## src/rtl/csa_sum_tree.sv

```systemverilog
module csa_sum_tree #(
  parameter int N = 8,
  parameter int OPW = 8,
  parameter int W = 8,
  parameter logic [N-1:0] SIGNED_MASK = '0,
  parameter logic [N-1:0] SUB_MASK = '0,
  parameter bit REG_OUT = 1'b1
) (
  input  logic           clk_i,
  input  logic           rst_i,
  input  logic [N*OPW-1:0] op_i,
  output logic [W-1:0]   sum_o
);
  localparam int MAXV = N + 1;
  localparam int ITER = 2 * N + 4;
  localparam int NSUB = $countones(SUB_MASK);
  localparam logic [W-1:0] HI = {W{1'b1}} << OPW;
  localparam logic [W-1:0] COMP = W'(NSUB);

  logic [W-1:0] vec [MAXV];
  logic [W-1:0] nv [MAXV];
  int dep [MAXV];
  int nd [MAXV];
  int cnt;
  logic [W-1:0] comb_sum, ref_sum;

  always_comb begin
    int mind, m, nc, rn;
    logic [W-1:0] ra, rb, x;
    for (int i = 0; i < MAXV; i++) begin
      vec[i] = '0; dep[i] = 0; nv[i] = '0; nd[i] = 0;
    end
    ra = '0; rb = '0; x = '0; mind = 0; m = 0; nc = 0; rn = 0;
    for (int k = 0; k < N; k++) begin
      x = W'(op_i[k*OPW +: OPW]);
      if (SIGNED_MASK[k] && x[OPW-1]) x = x | HI;
      if (SUB_MASK[k]) x = ~x;
      vec[k] = x;
    end
    cnt = N;
    if (NSUB > 0) begin
      vec[N] = COMP;
      cnt = N + 1;
    end
    for (int it = 0; it < ITER; it++) begin
      if (cnt > 2) begin
        mind = 32'h7fff_ffff;
        for (int i = 0; i < MAXV; i++)
          if (i < cnt && dep[i] < mind) mind = dep[i];
        m = 0;
        for (int i = 0; i < MAXV; i++)
          if (i < cnt && dep[i] == mind) m++;
        if (m < 3) begin
          for (int i = 0; i < MAXV; i++)
            if (i < cnt && dep[i] == mind) dep[i] = mind + 1;
        end else begin
          nc = 0; rn = 0; ra = '0; rb = '0;
          for (int i = 0; i < MAXV; i++) begin
            nv[i] = '0; nd[i] = 0;
          end
          for (int i = 0; i < MAXV; i++) begin
            if (i < cnt) begin
              if (dep[i] != mind) begin
                nv[nc] = vec[i]; nd[nc] = dep[i]; nc++;
              end else if (rn == 0) begin
                ra = vec[i]; rn = 1;
              end else if (rn == 1) begin
                rb = vec[i]; rn = 2;
              end else begin
                nv[nc] = ra ^ rb ^ vec[i];
                nd[nc] = mind + 1;
                nv[nc+1] = ((ra & rb) | (ra & vec[i]) | (rb & vec[i])) << 1;
                nd[nc+1] = mind + 1;
                nc += 2; rn = 0;
              end
            end
          end
          if (rn >= 1) begin nv[nc] = ra; nd[nc] = mind; nc++; end
          if (rn == 2) begin nv[nc] = rb; nd[nc] = mind; nc++; end
          for (int i = 0; i < MAXV; i++) begin
            vec[i] = nv[i]; dep[i] = nd[i];
          end
          cnt = nc;
        end
      end
    end
    AST_TWO_ROWS_LEFT: assert (cnt <= 2);
  end

  assign comb_sum = vec[0] + ((cnt > 1) ? vec[1] : '0);

  always_comb begin
    logic [W-1:0] y;
    ref_sum = '0;
    for (int k = 0; k < N; k++) begin
      y = W'(op_i[k*OPW +: OPW]);
      if (SIGNED_MASK[k] && y[OPW-1]) y = y | HI;
      ref_sum = SUB_MASK[k] ? ref_sum - y : ref_sum + y;
    end
  end

  AST_TREE_MATCHES_REF: assert property (@(posedge clk_i) disable iff (rst_i)
    comb_sum == ref_sum);

  generate
    if (REG_OUT) begin : g_reg
      logic [W-1:0] sum_q;
      always_ff @(posedge clk_i) begin
        if (rst_i) sum_q <= '0;
        else sum_q <= comb_sum;
      end
      assign sum_o = sum_q;

      AST_ONE_CYCLE_LAG: assert property (@(posedge clk_i) disable iff (rst_i)
        $past(!rst_i) |-> sum_o == $past(comb_sum));
      AST_HOLD_STABLE: assert property (@(posedge clk_i) disable iff (rst_i)
        ($past(!rst_i) && $stable(op_i)) |=> $stable(sum_o));
    end else begin : g_comb
      assign sum_o = comb_sum;
    end
  endgenerate
endmodule

```

## config.mk

```make
export PLATFORM = sky130hd
export DESIGN_NAME = csa_sum_tree
export DESIGN_NICKNAME = d
export VERILOG_FILES = /design/src/rtl/csa_sum_tree.sv
export SDC_FILE = /design/constraint.sdc
export NUM_CORES = 1
export LEC_CHECK = 0
export ABC_AREA = 0
export CAP_MARGIN = 10
export CORE_ASPECT_RATIO = 2
export CORE_MARGIN = 3
export CORE_UTILIZATION = 34
export CTS_CLUSTER_SIZE = 30
export DETAILED_ROUTE_END_ITERATION = 8
export DONT_BUFFER_PORTS = 1
export PLACE_DENSITY = 0.59
export SLEW_MARGIN = 20
export SYNTH_ARGS = -nofsm -noshare
export SYNTH_HDL_FRONTEND = slang
export SYNTH_SLANG_ARGS = --single-unit
```

## constraint.sdc

```tcl
create_clock -name clk_i -period 4.27 [get_ports clk_i]
set_input_delay 0.427 -clock clk_i [delete_from_list [all_inputs] [get_ports clk_i]]
set_output_delay 0.427 -clock clk_i [all_outputs]
set_load 0.02 [all_outputs]
```

==> metrics.txt <==
# TYPE chip_impl_metric gauge
chip_impl_info{name="status",value="finished, final reports clean"} 1
chip_impl_metric{name="filler_cell_count",unit=""} 416
chip_impl_metric{name="antenna_left",unit=""} 0
chip_impl_metric{name="arrival_time_at_the_worst_endpoint",unit="ns"} 3.79
chip_impl_metric{name="n_antenna_cell",unit=""} 0
chip_impl_metric{name="finalWirelength",unit="mm"} 2.57
chip_impl_metric{name="syn2layout_area_growth",unit="%"} 7.07
chip_impl_metric{name="clock_pin_transition_on_the_worst_setup_and_hold_timing_paths",unit="ns"} 0.04
chip_impl_metric{name="die-width",unit="um"} 53.1
chip_impl_info{name="holdCritPathClass",value="in2reg"} 1
chip_impl_metric{name="final_period_minus_worst_setup_slack",unit="ns"} 3.68
chip_impl_metric{name="remaining_global_route_overflow",unit=""} 0
chip_impl_metric{name="setup_viol_count_final",unit=""} 0
chip_impl_metric{name="routed-via-count",unit=""} 883
chip_impl_metric{name="vdd_drop_max",unit="mV"} 0.269
chip_impl_metric{name="totalNegativeSetupSlack",unit="ns"} 0
chip_impl_info{name="startpoint_type",value="primary input"} 1
chip_impl_metric{name="via_per_inst",unit=""} 4.44
chip_impl_metric{name="cts_buffers",unit=""} 3
chip_impl_metric{name="initial_utilization",unit="%"} 36.1
chip_impl_metric{name="drt_pre_antenna_iters",unit=""} 2
chip_impl_info{name="cts_tree",value="yes"} 1
chip_impl_metric{name="number_of_drc_violations_after_detailed_routing_iteration_0",unit=""} 7
chip_impl_metric{name="ctsHtreeMaxLevel",unit=""} 1
chip_impl_metric{name="largest_reg_flops",unit=""} 8
chip_impl_metric{name="yosysUniqueCellTypes",unit=""} 14
chip_impl_metric{name="leakagePower",unit="nW"} 0.853
chip_impl_metric{name="post-route-period-util",unit="%"} 86.2
chip_impl_metric{name="synth.ff_latch_count",unit=""} 8
chip_impl_metric{name="number_of_global_route_vias_before_repair",unit=""} 1126
chip_impl_metric{name="share_of_post_route_cells_with_drive_strength_above_1",unit="%"} 2.72
chip_impl_metric{name="synth.avg_cell_area",unit="um^2"} 10.5
chip_impl_metric{name="area_of_the_multi_input_gates",unit="um^2"} 1120
chip_impl_metric{name="hpwlAfterDp",unit="mm"} 2.58
chip_impl_metric{name="fmaxAchievable",unit="MHz"} 272
chip_impl_metric{name="final_max_slew_viol_count",unit=""} 0
chip_impl_metric{name="yosys_warnings",unit=""} 0
chip_impl_metric{name="grt_antenna_before_repair",unit=""} 0
chip_impl_metric{name="syn-num-nets",unit=""} 257
chip_impl_metric{name="maximum_number_of_pins_on_one_net_before_global_route_repair",unit=""} 9
chip_impl_metric{name="powerDensity",unit="nW/um^2"} 606
chip_impl_metric{name="num_io_pins",unit=""} 74
chip_impl_info{name="timing.critical_path.to_type",value="register"} 1
chip_impl_info{name="grt_setup_unrepaired",value="false"} 1
chip_impl_metric{name="layout.cells.non_filler",unit=""} 199
chip_impl_metric{name="cts_hold_buffers",unit=""} 0
chip_impl_metric{name="max-slew-margin-rel",unit="%"} 84.9
chip_impl_metric{name="max_cap_viol_count",unit=""} 0
chip_impl_info{name="cts-root-buf",value="sky130_fd_sc_hd__clkbuf_8"} 1
chip_impl_metric{name="placedCellCount",unit=""} 196
chip_impl_metric{name="io_buffer_count",unit=""} 0
chip_impl_metric{name="coreArea",unit="um^2"} 4170
chip_impl_metric{name="gp_routability_congestion",unit=""} 0.640
chip_impl_metric{name="post_cts_resize_count",unit=""} 0
chip_impl_metric{name="floorplan.die_area",unit="um^2"} 5310
chip_impl_metric{name="tritoncts_num_sinks",unit=""} 8
chip_impl_metric{name="sequential_cell_area",unit="um^2"} 160
chip_impl_metric{name="data_required_time_of_the_worst_path",unit="ns"} 4.38
chip_impl_metric{name="global_route.usage.total",unit="%"} 10.9
chip_impl_metric{name="finish.instance_area",unit="um^2"} 1610
chip_impl_metric{name="syn_inst",unit=""} 144
chip_impl_metric{name="worstPathMaxFanout",unit=""} 2
chip_impl_metric{name="synth_area",unit="um^2"} 1510
chip_impl_metric{name="first_pass_grt_wire_length",unit="mm"} 4.34
chip_impl_metric{name="timing_worst_slew_pin_value",unit="ns"} 0.224
chip_impl_metric{name="dpl_cell_area",unit="um^2"} 1570
chip_impl_metric{name="num_rows",unit=""} 33
chip_impl_metric{name="clock_tree_buf_depth",unit=""} 2
chip_impl_metric{name="dp_slack",unit="ns"} 0.334
chip_impl_metric{name="wl_per_cell",unit="um"} 12.9
chip_impl_metric{name="setup_ws",unit="ns"} 0.588
chip_impl_metric{name="hold_violation_total_from_the_final_report",unit=""} 0
chip_impl_metric{name="layout.nets",unit=""} 262
chip_impl_info{name="critPathKind",value="in2reg"} 1
chip_impl_metric{name="sequential_cell_area_fraction_in_the_yosys_report",unit="%"} 10.6
chip_impl_metric{name="cts_setup_buffers",unit=""} 0
chip_impl_metric{name="post-route-drc-count",unit=""} 0
chip_impl_metric{name="dieHeight",unit="um"} 100
[kinds of logic after synthesis]
group / Yosys count / share of synthesized area [%]
buffers and inverters: 59 / 14.7
adders and majority gates: 47 / 58.5
xor gates and xnor gates: 15 / 11.1
and+or+nand+nor: 9 / 2.74
DFF: 8 / 10.6
AOI/OAI and AO/OA: 6 / 2.33
[worst max-delay path, cell delays in order]
cell and delay, ns:
sky130_fd_sc_hd__fa_1 0.52, sky130_fd_sc_hd__inv_1 0.06, sky130_fd_sc_hd__fa_1 0.53, sky130_fd_sc_hd__inv_1 0.05
sky130_fd_sc_hd__fa_1 0.47, sky130_fd_sc_hd__inv_1 0.05, sky130_fd_sc_hd__fa_1 0.47, sky130_fd_sc_hd__inv_1 0.04
sky130_fd_sc_hd__ha_1 0.21, sky130_fd_sc_hd__fa_1 0.40, sky130_fd_sc_hd__a21o_1 0.19, sky130_fd_sc_hd__a21oi_1 0.16
sky130_fd_sc_hd__xor2_1 0.16, sky130_fd_sc_hd__nor2_1 0.06
[through the flow]
stage          utilization (%)  hold slack [ns]  total power [W]
6_report                  38.6            0.270         0.000977
4_1_cts                   38.6            0.269          0.00102
5_1_grt                   38.6            0.261          0.00114
2_1_floorplan                -            0.494         0.000769
3_5_place_dp              37.7            0.505         0.000925
3_3_place_gp              37.7            0.499         0.000901
[Yosys cell counts]
cell                      count  area share, %
sky130_fd_sc_hd__dfxtp_1      8             11
sky130_fd_sc_hd__fa_1        39             52
sky130_fd_sc_hd__o21ai_0      1           0.33
sky130_fd_sc_hd__ha_1         8            6.7
sky130_fd_sc_hd__nor2_1       5            1.2
sky130_fd_sc_hd__xor2_1       2            1.2
sky130_fd_sc_hd__xnor2_2      1            1.1
sky130_fd_sc_hd__xnor2_1     10            5.8
sky130_fd_sc_hd__a21o_1       2            1.0
sky130_fd_sc_hd__a21oi_1      3            1.0
sky130_fd_sc_hd__nor2b_1      3            1.2
sky130_fd_sc_hd__inv_1       59             15
sky130_fd_sc_hd__nand2_1      1           0.25
sky130_fd_sc_hd__xnor3_1      2            3.0
[report_power, final]
| group | internal [W] | leakage (nW) | total [W] | switching [W] |
|---|---|---|---|---|
| combinational | 0.000365 | 0.765 | 0.000728 | 0.000363 |
| clock | 0.0000607 | 0.0216 | 0.0000864 | 0.0000257 |
| sequential | 0.000113 | 0.0667 | 0.000163 | 0.0000495 |
| total | 0.000539 | 0.853 | 0.000977 | 0.000438 |
[placed cells by master, fill, tap and decap left out, drive strengths merged, types with 2 or more instances in the layout]
cell    synthesis  final
fa             39     39
xnor3           2      2
clkbuf          0      3
xnor2          11     11
a21o            2      2
inv            59     59
xor2            2      2
nor2b           3      3
dfxtp           8      8
ha              8      8
nor2            5      5
a21oi           3      3
[final cells by class]
class / instances / area share, %
multi-input cells: 77 / 69.7
clock buffers: 3 / 2.56
inverters: 59 / 13.7
flip-flops and latches: 8 / 9.94
well taps: 52 / 4.04
[routing by layer]
metal / global-route usage, % / share of wire [%]
met4: 2.36 / 0
met5: 0 / 0
met3: 1.78 / 7.7
met2: 24.5 / 66
met1: 8.39 / 27
[path summary, 6_finish.rpt]
| kind | startpoint | end | slack [ns] | cells after the start |
|---|---|---|---|---|
| setup / recovery | op_i[26] | sum_o[6] | 0.59 | 14 |
| hold / removal | rst_i | sum_o[1] | 0.27 | 1 |
(Power assumes the default switching activity.)
